**config.mk**
```make
export PLATFORM = sky130hd
export DESIGN_NAME = spec_store_buf
export DESIGN_NICKNAME = d
export VERILOG_FILES = /design/src/rtl/spec_store_buf.sv
export SDC_FILE = /design/constraint.sdc
export NUM_CORES = 1
export LEC_CHECK = 0
export CAP_MARGIN = 20
export CELL_PAD_IN_SITES_DETAIL_PLACEMENT = 0
export CELL_PAD_IN_SITES_GLOBAL_PLACEMENT = 2
export CORE_ASPECT_RATIO = 0.8
export CORE_MARGIN = 5
export CORE_UTILIZATION = 40
export CTS_CLUSTER_SIZE = 10
export DETAILED_ROUTE_END_ITERATION = 10
export PLACE_DENSITY = 0.91
export SYNTH_ARGS = -nofsm -noshare
export SYNTH_HDL_FRONTEND = slang
export SYNTH_SLANG_ARGS = --single-unit
```
**constraint.sdc**
```tcl
create_clock -name clk -period 16.2 [get_ports clk]
set_input_delay 3.24 -clock clk [delete_from_list [all_inputs] [get_ports clk]]
set_output_delay 3.24 -clock clk [all_outputs]
set_load 0.03 [all_outputs]
```
**src/rtl/spec_store_buf.sv**
```systemverilog
module spec_store_buf #(
  parameter int DEPTH  = 4,
  parameter int TAG_W  = 5,
  parameter int ADDR_W = 8,
  parameter int DATA_W = 16
) (
  input  logic              clk,
  input  logic              rst_n,
  input  logic              st_valid,
  input  logic [TAG_W-1:0]  st_tag,
  input  logic [ADDR_W-1:0] st_addr,
  input  logic [DATA_W-1:0] st_data,
  output logic              st_ready,
  input  logic              cm_valid,
  input  logic [TAG_W-1:0]  cm_tag,
  input  logic              ab_valid,
  input  logic [TAG_W-1:0]  ab_tag,
  input  logic              ld_valid,
  input  logic [TAG_W-1:0]  ld_tag,
  input  logic [ADDR_W-1:0] ld_addr,
  output logic              ld_hit,
  output logic [DATA_W-1:0] ld_data,
  output logic              drn_valid,
  output logic [ADDR_W-1:0] drn_addr,
  output logic [DATA_W-1:0] drn_data,
  input  logic              drn_ready
);
  localparam int IDX_W = (DEPTH > 1) ? $clog2(DEPTH) : 1;
  localparam int CNT_W = $clog2(DEPTH + 1);

  logic [DEPTH-1:0]  vld_q, spec_q;
  logic [TAG_W-1:0]  tag_q  [DEPTH];
  logic [ADDR_W-1:0] addr_q [DEPTH];
  logic [DATA_W-1:0] data_q [DEPTH];

  logic [IDX_W-1:0] free_idx, ld_sel, drn_sel;
  logic             has_free, ld_match;
  logic [CNT_W-1:0] occ;

  function automatic logic is_older(input logic [TAG_W-1:0] a, input logic [TAG_W-1:0] b);
    logic [TAG_W-1:0] d;
    d = a - b;
    return d[TAG_W-1];
  endfunction

  always_comb begin
    has_free = 1'b0;
    free_idx = '0;
    for (int i = DEPTH - 1; i >= 0; i--)
      if (!vld_q[i]) begin
        has_free = 1'b1;
        free_idx = IDX_W'(i);
      end
  end

  always_comb begin
    ld_match = 1'b0;
    ld_sel   = '0;
    for (int i = 0; i < DEPTH; i++)
      if (vld_q[i] && addr_q[i] == ld_addr && is_older(tag_q[i], ld_tag) &&
          (!ld_match || is_older(tag_q[ld_sel], tag_q[i]))) begin
        ld_match = 1'b1;
        ld_sel   = IDX_W'(i);
      end
  end

  always_comb begin
    drn_valid = 1'b0;
    drn_sel   = '0;
    for (int i = 0; i < DEPTH; i++)
      if (vld_q[i] && !spec_q[i] &&
          (!drn_valid || is_older(tag_q[i], tag_q[drn_sel]))) begin
        drn_valid = 1'b1;
        drn_sel   = IDX_W'(i);
      end
  end

  always_comb begin
    occ = '0;
    for (int i = 0; i < DEPTH; i++) occ = occ + CNT_W'(vld_q[i]);
  end

  assign st_ready = has_free;
  assign ld_hit   = ld_valid && ld_match;
  assign ld_data  = data_q[ld_sel];
  assign drn_addr = addr_q[drn_sel];
  assign drn_data = data_q[drn_sel];

  wire st_fire  = st_valid && has_free;
  wire drn_fire = drn_valid && drn_ready;

  always_ff @(posedge clk) begin
    if (!rst_n) begin
      vld_q  <= '0;
      spec_q <= '0;
    end else begin
      for (int i = 0; i < DEPTH; i++) begin
        if (cm_valid && vld_q[i] && spec_q[i] && tag_q[i] == cm_tag) spec_q[i] <= 1'b0;
        if (ab_valid && vld_q[i] && spec_q[i] && tag_q[i] == ab_tag) vld_q[i] <= 1'b0;
        if (drn_fire && drn_sel == IDX_W'(i)) vld_q[i] <= 1'b0;
        if (st_fire && free_idx == IDX_W'(i)) begin
          vld_q[i]  <= 1'b1;
          spec_q[i] <= 1'b1;
        end
      end
    end
  end

  always_ff @(posedge clk) begin
    for (int i = 0; i < DEPTH; i++)
      if (st_fire && free_idx == IDX_W'(i)) begin
        tag_q[i]  <= st_tag;
        addr_q[i] <= st_addr;
        data_q[i] <= st_data;
      end
  end

  p_grow_one_r1: assert property (@(posedge clk) disable iff (!rst_n)
    1'b1 |=> (int'(occ) <= int'($past(occ)) + 1));

  p_drain_hold_r7: assert property (@(posedge clk) disable iff (!rst_n)
    drn_valid && !drn_ready |=> drn_valid);

  p_drain_after_commit_r2: assert property (@(posedge clk) disable iff (!rst_n)
    $rose(drn_valid) |-> $past(cm_valid));

  p_full_refuse_r8: assert property (@(posedge clk) disable iff (!rst_n)
    int'(occ) == DEPTH |-> !st_ready);

  p_hit_needs_entry_r4: assert property (@(posedge clk) disable iff (!rst_n)
    ld_hit |-> occ != '0);
endmodule

```
==> results of run 1 <==
Yosys cell counts, drive strengths merged (17+ instances only):
| cell type | instances |
|---|---|
| mux2 | 46 |
| inv | 21 |
| xor2 | 33 |
| mux2i | 48 |
| nand2 | 21 |
| nor2 | 49 |
| edfxtp | 116 |
| ha | 30 |
| o21ai | 17 |
| clkbuf | 28 |
| a21oi | 51 |
| xnor2 | 54 |
worst max-delay path: stages:
cell	delay, ps
clkdlybuf4s50_1	450
inv_1	80
ha_1	350
a2111oi_4	330
nor3_2	100
nor4b_4	400
a21oi_2	90
buf_4	260
o21ai_0	280
ha_1	300
a21o_1	160
a21o_1	180
nor2_1	130
xnor2_1	130
o21ai_2	120
buf_4	360
mux2_2	380
ha_1	280
a2111oi_0	540
nor3_1	80
mux2_1	310
a211o_1	620
mux2_4	440
clkdlybuf4s50_1	600
final cells by class:
| class | count | share of cell area (%) |
|---|---|---|
| multi-input cells | 470 | 39.6 |
| flip-flops and latches | 124 | 38.8 |
| repair buffers | 110 | 12.1 |
| clock buffers | 18 | 4.57 |
| well taps | 258 | 3.44 |
| inverters | 21 | 0.840 |
| clock inverters | 11 | 0.613 |
final timing paths:
path	start	endpoint	slack, ps
max reg2reg	tag_q[1][1]	vld_q[3]	10340
min reg2reg	spec_q[2]	spec_q[2]	560
min	spec_q[2]	spec_q[2]	560
max	ld_tag[1]	ld_data[14]	2700
cell families after synthesis:
group / after synthesis
flip-flops: 124
multiplexers: 94
AO/OA/AOI/OAI: 111
buffers and inverters: 60
XOR/XNOR: 87
AND/OR/NAND/NOR: 148
adder cells (fa/ha/maj): 30
per-layer routing:
metal	GRT usage (%)	share of wire (%)
met1	24.3	45
met2	30.1	47
met3	3.92	5.3
met4	5.92	2.4
met5	0	0
flip-flops by register name (all words and copies together) (netlist names):
signal / count
data_q: 64
spec_q: 4
addr_q: 32
tag_q: 20
vld_q: 4
power by group through the flow:
stage	combinational, µW	sequential (µW)	clock, µW
after global placement	148	381	0
final	153	375	317
after CTS	152	375	324
after global routing	166	376	337
after detailed placement	151	381	0
after floorplan	96.6	375	0
metrics by stage:
stage | util (%) | cells | setup WS, ps | hold slack (ps) | power (µW)
2_1_floorplan | - | 654 | 3710 | 492 | 472
3_3_place_gp | 46.9 | 980 | 2850 | 543 | 528
3_5_place_dp | 47.0 | 981 | 2660 | 547 | 532
4_1_cts | 49.6 | 1010 | 2640 | 559 | 851
5_1_grt | 49.9 | 1012 | 2210 | 578 | 879
6_report | 49.9 | 1012 | 2700 | 555 | 845
==> results.txt, run 1 <==
Clk pwr share = 37.5%
Worst hold stages = 2
Power Density = 90.0 nW/µm²
Combinational Power Share = 18.1%
Synth warn = 0
CTS Root Cell = clkbuf_16
Htree depth = 4
Core area = 18800 µm²
Min Tclk post-route = 13500 ps
Final instance area = 9380 µm²
Critical Path Sink Type = primary output
Max-slew headroom = 29.0%
Slew @ Worst Pin = 1060 ps
Sequential area share after synthesis = 48.1%
CTS tree = built
Commonest non-fill, non-tap cell in the layout = edfxtp_1
Most frequent cells in the layout = edfxtp_1 (116), clkdlybuf4s50_1 (101), xnor2_1 (53)
Asr flop ratio synth = 0%
1st-iter DRT viols = 242
Detailed-route vias per instance = 5.29
Die H = 133 µm
Share of cells above drive strength 1 = 12.3%
Synth Flop Type = edfxtp_1
Post-synth top area share = 46.0%
First-pass GRT wire length = 30700 µm
Routed wire length = 20000 µm
Startpoint class of the critical path = input port
Wire per inst = 19.7 µm
Final setup skew = 11.0 ps
Antenna Cells = 0
Vias in the first global route = 5631
DR pass1 iterations = 4
Dpl cell area = 8840 µm²
Largest family of logic cells by synthesized area = multiplexers
I/O pin total = 102
Synth Area in Adders = 4.96%
Number of fill cells in the layout = 1665
Antenna Nets Post-Route = 0
Cell taking the most area after synthesis = edfxtp_1
Setup violators final = 0
Status = finished, final reports clean
Largest cells by area after synthesis = edfxtp_1 (46%), mux2i_1 (6.3%), xnor2_1 (6.1%)
Gpl congestion = 0.889
Layout area overhead = 23.9%
Mux contribution to synthesized area = 13.7%
Cell Area, Synth = 7570 µm²
Initial antenna violation count = 0
Setup TNS = 0 ps
Core Rows = 45
Worst EP required = 12960 ps
Complex-gate fraction of the synthesized area = 9.40%
Max-cap violations = 0
Worst-path clk slew = 50 ps
RSZ-0062 raised after global routing = false
Vias post-DR = 5352
Cells after synthesis = 654
Post-synth EDFFs = 116
Area of the multi-input gates = 3710 µm²
Synthesized area per cell = 11.6 µm²
Postcts setup bufs = 0
Initial core utilization = 40.3%
Port Buffer Count = 101
Yosys cell types = 58
Kind of critical path = input port to primary output
Clk sink count = 124
Die X = 164 µm
Tcrit/Tclk final = 83.3%
Fmax = 0.0741 GHz
Nets = 833
Worst Reg-to-Reg Cells = 18
CTS Buffer Depth = 2
Switching share of power = 26.1%
Reg power frac = 44.4%
FF+latch count, synth = 124
Hold-fix buffers, CTS = 0
Internal power = 625 µW
Lkg Pwr = 0.00327 µW
Min-delay worst type = flop to flop
Detail Placement HPWL = 13900 µm
Syn nets = 743
Die Area = 21800 µm²
GRT Residual Overflow = 0
Post-CTS sizing = 0
WP data arrival = 10260 ps
Total Routing Usage GR = 18.4%
Worst-skew pair later-pin latency = 410 ps
Xor/xnor share of the synthesized area = 10.2%
Maximum VDD drop = 0.0623 mV
CTS buffer count = 17
Largest net degree at the start of global routing = 53
Max-slew violation count = 0
Net Switching = 220 µW
Register area = 3640 µm²
Simple-Gate Fraction of Synth Area = 10.1%
Final hold violation count = 0
DRC violations left = 0
Crit-path max FO = 35
Note: power is estimated with default switching activity, not from simulation.
==> run 2, diff against run 1 <==
Settings changed: CORE_UTILIZATION 40 to 37, PLACE_DENSITY 0.91 to 0.85.
Clock period 16.2 ns to 12.8 ns, I/O delays scaled along.
==> run 2 against run 1 <==
- power increased by 32%
- non-clock buffer count increased by 2
- sequential power up 26%
- sequential share of layout area down 0.36 points
- core utilization fell by 2.5 points
- die area grew 7.5%
- critical endpoint unchanged
- largest power group unchanged
- highest routed layer is now met5
==> results.txt, run 2 (synthesis results as in run 1) <==
Vias in the first global route = 5584 (was 5631)
Core Rows = 46 (was 45)
Worst EP required = 10240 ps (was 12960 ps)
Total Routing Usage GR = 17.7% (was 18.4%)
CTS tree = built (unchanged)
CTS Root Cell = clkbuf_16 (unchanged)
Die H = 138 µm (was 133 µm)
Tcrit/Tclk final = 92.1%
Vias post-DR = 5403 (was 5352)
Commonest non-fill, non-tap cell in the layout = edfxtp_1 (unchanged)
Pwr Total = 1110 µW (was 845 µW)
Core area = 20000 µm² (was 18800 µm²)
Status = finished, final reports clean (unchanged)
Most frequent cells in the layout = edfxtp_1 (116), clkdlybuf4s50_1 (101), xnor2_1 (53) (unchanged)
Die Area = 23500 µm² (was 21800 µm²)
Max-slew violation count = 0 (unchanged)
Routed wire length = 20300 µm (was 20000 µm)
Min Tclk post-route = 11790 ps
Initial core utilization = 37.9% (was 40.3%)
Clk sink count = 124 (unchanged)
1st-iter DRT viols = 356 (was 242)
Slew @ Worst Pin = 1050 ps (was 1060 ps)
Gpl congestion = 0.824 (was 0.889)
Largest registers = data_q: 64 flops, addr_q: 32 flops, tag_q: 20 flops (unchanged)
Hold-fix buffers, CTS = 0 (unchanged)
Port Buffer Count = 101 (unchanged)
Setup TNS = 0 ps (unchanged)
DR pass1 iterations = 4 (unchanged)
WP data arrival = 9230 ps (was 10260 ps)
Initial antenna violation count = 1 (was 0)
Detailed-route vias per instance = 5.30 (was 5.29)
Max reg flops = 64 (unchanged)
Fmax = 0.0848 GHz
Largest Register = data_q (unchanged)
I/O pin total = 102 (unchanged)
First-pass GRT wire length = 31200 µm (was 30700 µm)
Min-delay worst type = flop to flop (unchanged)
Antenna Nets Post-Route = 0 (unchanged)
Postcts setup bufs = 0 (unchanged)
Largest net degree at the start of global routing = 46 (was 53)
Final setup skew = 4.92 ps (was 11.0 ps)
Placed Instances = 989 (was 981)
Htree depth = 4 (unchanged)
Max-slew headroom = 29.5% (was 29.0%)
Die X = 170 µm (was 164 µm)
RSZ-0062 raised after global routing = false (unchanged)
Final hold violation count = 0 (unchanged)
Worst-path clk slew = 50 ps (about the same)
Maximum VDD drop = 0.0803 mV (was 0.0623 mV)
Final cell count without fillers = 1020 (was 1012)
GRT Residual Overflow = 0 (unchanged)
Worst Reg-to-Reg Cells = 18 (unchanged)
Wire per inst = 19.9 µm (was 19.7 µm)
Crit-path max FO = 18 (was 35)
Lkg Pwr = 0.00330 µW (was 0.00327 µW)
DRC violations left = 0 (unchanged)
Critical Path Sink Type = primary output (unchanged)
Worst hold stages = 2 (unchanged)
CTS buffer count = 17 (unchanged)
Post-CTS sizing = 0 (unchanged)
Startpoint class of the critical path = input port (unchanged)
Share of cells above drive strength 1 = 12.6% (was 12.3%)
Worst-skew pair later-pin latency = 410 ps (about the same)
Antenna Cells = 0 (unchanged)
Max-cap violations = 0 (unchanged)
Kind of critical path = input port to primary output (unchanged)
Layout area overhead = 25.0% (was 23.9%)
Power Density = 117 nW/µm² (was 90.0 nW/µm²)
Setup violators final = 0 (unchanged)
Detail Placement HPWL = 14300 µm (was 13900 µm)
Nets = 835 (was 833)
CTS Buffer Depth = 2 (unchanged)
## run 2: worst max-delay path: stages
cell and delay, ps:
clkdlybuf4s50_1 450, inv_1 80, ha_1 290, a2111oi_1 420, or3_1 240, nand3_1 150
a21oi_4 160, buf_4 330, o21ai_0 190, ha_1 340, o211ai_1 90, a31oi_1 200
nor2_1 80, xnor2_1 340, o21ai_4 110, mux2_2 320, ha_1 280, a2111oi_0 520
nor3_1 80, mux2_1 310, a211o_1 620, mux2_4 430, clkdlybuf4s50_1 600
## run 2: per-stage QoR
| stage | setup slack (ps) | hold WS (ps) | instance area, µm² | util (%) |
|---|---|---|---|---|
| final | 1010 | 564 | 9470 | 47.4 |
| after detailed placement | 957 | 545 | 8880 | 44.5 |
| after global placement | 1140 | 541 | 8850 | 44.3 |
| after floorplan | 1670 | 492 | 7570 | - |
| after global routing | 513 | 593 | 9470 | 47.4 |
| after CTS | 929 | 554 | 9420 | 47.1 |
## run 2: final timing paths
path	start	end	slack, ps
max	ld_tag[1]	ld_data[14]	1010
min	spec_q[3]	spec_q[3]	560
max reg2reg	tag_q[1][3]	vld_q[0]	6330
min reg2reg	spec_q[3]	spec_q[3]	560
## run 2: cell type report
cell class / instances / area, µm²
Multi-Input combinational cell: 470 / 3730
Clock inverter: 9 / 100
Sequential cell: 124 / 3640
Timing Repair Buffer: 112 / 1150
Inverter: 21 / 78.8
Tap cell: 264 / 330
Fill cell: 1772 / 10500
Clock buffer: 20 / 437
## run 2: where the power goes
group	total [µW]	switching, µW	leakage [µW]	internal (µW)
sequential	474	14.1	0.00113	460
combinational	195	103	0.00192	91.9
clock	443	163	0.000254	280
total	1110	281	0.00330	832
## run 2: per-layer routing
layer	part of all wire (%)	vias to the layer above	track usage, %
met4	2.3	2	6.61
met3	5.9	35	3.76
met5	0.059	-	0
met2	45	158	27.6
met1	47	2620	24.3
li1	-	2588	-
==> run 3, diff against run 2 <==
Settings changed: CAP_MARGIN 20 to default.
==> run 3 against run 2 <==
- register-to-register slack improved by 20 ps
- fmax is essentially flat
- sequential power barely moved
- final area decreased by 0.67%
- non-clock buffer count shrank 3
- clock skew grew 2.6 ps
- combinational power down 2%
- critical endpoint is now ld_data[1]
- highest routed layer unchanged
==> results.txt, run 3 (synthesis results as in run 1) <==
R2R setup slack = 6350 ps (was 6330 ps)
Critical Path Sink Type = primary output (unchanged)
Largest Register = data_q (unchanged)
Hold-fix buffers, CTS = 0 (unchanged)
Crit path to = ld_data[1] (was ld_data[14])
Die X = 170 µm (unchanged)
Worst-skew pair later-pin latency = 410 ps (about the same)
Final hold violation count = 0 (unchanged)
Final setup skew = 7.56 ps (was 4.92 ps)
DR pass1 iterations = 5 (was 4)
Min-delay worst type = flop to flop (unchanged)
Largest registers = data_q: 64 flops, addr_q: 32 flops, tag_q: 20 flops (unchanged)
Share of cells above drive strength 1 = 12.4% (was 12.6%)
Most frequent cells in the layout = edfxtp_1 (116), clkdlybuf4s50_1 (101), xnor2_1 (53) (unchanged)
Antenna Cells = 0 (unchanged)
Total Routing Usage GR = 17.6% (was 17.7%)
Post-CTS sizing = 0 (unchanged)
CTS Root Cell = clkbuf_16 (unchanged)
DRC violations left = 0 (unchanged)
RSZ-0062 raised after global routing = false (unchanged)
Met1 usage = 24.6% (was 24.3%)
Commonest non-fill, non-tap cell in the layout = edfxtp_1 (unchanged)
1st-iter DRT viols = 325 (was 356)
CTS buffer count = 17 (unchanged)
Detail Placement HPWL = 14200 µm (was 14300 µm)
Core area = 20000 µm² (unchanged)
CTS Buffer Depth = 2 (unchanged)
Final cell count without fillers = 1020 (unchanged)
Detailed-route vias per instance = 5.29 (was 5.30)
Status = finished, final reports clean (unchanged)
Max-cap violations = 0 (unchanged)
Antenna Nets Post-Route = 0 (unchanged)
Initial core utilization = 37.9% (unchanged)
Startpoint class of the critical path = input port (unchanged)
Worst Reg-to-Reg Cells = 18 (unchanged)
Fin util = 47.1% (was 47.4%)
First-pass GRT wire length = 31300 µm (was 31200 µm)
Wire per inst = 19.9 µm (about the same)
Routed wire length = 20300 µm (about the same)
Fmax = 0.0849 GHz (was 0.0848 GHz)
Setup violators final = 0 (unchanged)
Placed Instances = 988 (was 989)
Vias in the first global route = 5564 (was 5584)
Nets = 832 (was 835)
Slew @ Worst Pin = 1160 ps (was 1050 ps)
Lkg Pwr = 0.00327 µW (was 0.00330 µW)
Postcts setup bufs = 0 (unchanged)
Die H = 138 µm (unchanged)
Die Area = 23500 µm² (unchanged)
CTS tree = built (unchanged)
Met3 usage = 3.82% (was 3.76%)
Vias post-DR = 5391 (was 5403)
Initial antenna violation count = 1 (unchanged)
Power Density = 119 nW/µm² (was 117 nW/µm²)
Reg2reg end = vld_q[0] (unchanged)
Crit path launch = ld_tag[1] (unchanged)
Kind of critical path = input port to primary output (unchanged)
Worst EP required = 10240 ps (about the same)
Pwr Total = 1120 µW (was 1110 µW)
Max-slew headroom = 22.6% (was 29.5%)
Setup TNS = 0 ps (unchanged)
I/O pin total = 102 (unchanged)
Min Tclk post-route = 11780 ps (was 11790 ps)
Htree depth = 4 (unchanged)
Max-slew violation count = 0 (unchanged)
Gpl congestion = 0.824 (unchanged)
Setup WS pre-CTS = 936 ps (was 957 ps)
Layout area overhead = 24.2% (was 25.0%)
Maximum VDD drop = 0.0688 mV (was 0.0803 mV)
Setup ws final = 1020 ps (was 1010 ps)
Clk sink count = 124 (unchanged)
GRT Residual Overflow = 0 (unchanged)
Largest net degree at the start of global routing = 46 (unchanged)
Gr busiest metal = met2 (unchanged)
Tcrit/Tclk final = 92.1% (about the same)
Max reg flops = 64 (unchanged)
Crit-path max FO = 18 (unchanged)
Port Buffer Count = 101 (unchanged)
Global routing usage on met2 = 27.8% (was 27.6%)
WP data arrival = 9220 ps (was 9230 ps)
Worst reg2reg path startpoint = tag_q[1][3] (unchanged)
Number of fill cells in the layout = 1800 (was 1772)
Worst-path clk slew = 60 ps (was 50 ps)
Core Rows = 46 (unchanged)
-- run 3: changes by cell type in the layout (fill, tap and decap cells not counted), sizes merged --
cell	previous run	this run
inv	21	22
clkinv	5	8
buf	11	8
clkbuf	20	17
clkinvlp	2	4
-- run 3: report_power, final --
part,switching [µW],internal (µW)
logic,102,88.8
registers,14.3,460
clock network,170,281
-- run 3: worst min path at each step --
stage / from / endpoint / slack, ps / cells after the start
6_report: spec_q[2] / spec_q[2] / 560 / 2
3_5_place_dp: spec_q[2] / spec_q[2] / 550 / 2
4_1_cts: spec_q[2] / spec_q[2] / 560 / 2
3_3_place_gp: spec_q[2] / spec_q[2] / 540 / 2
2_1_floorplan: spec_q[1] / spec_q[1] / 490 / 2
5_1_grt: spec_q[2] / spec_q[2] / 590 / 2
-- run 3: critical path, stage by stage --
cell and delay (ps):
clkdlybuf4s50_1 460, inv_1 80, ha_1 290, a2111oi_1 420
or3_1 240, nand3_1 150, a21oi_4 160, buf_4 330
o21ai_0 190, ha_1 330, o211ai_1 90, a31oi_1 200
nor2_1 80, xnor2_1 330, o21ai_4 100, mux2_2 320
ha_1 280, a2111oi_0 510, nor3b_1 270, a211o_1 790
mux2_2 420, clkdlybuf4s50_1 600
-- run 3: cell type report --
class,instances,area (µm²),share of cell area [%]
Multi-Input combinational cell,470,3730,39.6
Inverter,21,78.8,0.838
Timing Repair Buffer,109,1070,11.4
Sequential cell,124,3640,38.7
Clock inverter,15,130,1.38
Tap cell,264,330,3.51
Clock buffer,17,425,4.52
-- run 3: stage by stage --
| step | cell area, µm² | hold WS, ps |
|---|---|---|
| final | 9410 | 564 |
| after detailed placement | 8850 | 545 |
| after floorplan | 7570 | 492 |
| after CTS | 9410 | 559 |
| after global routing | 9410 | 588 |
| after global placement | 8850 | 541 |
-- run 3: per-layer routing --
layer  part of all wire (%)  up-vias
met3                    5.6       34
met4                    1.8        2
met2                     45      159
li1                       -     2577
met1                     47     2619
met5                  0.064        -
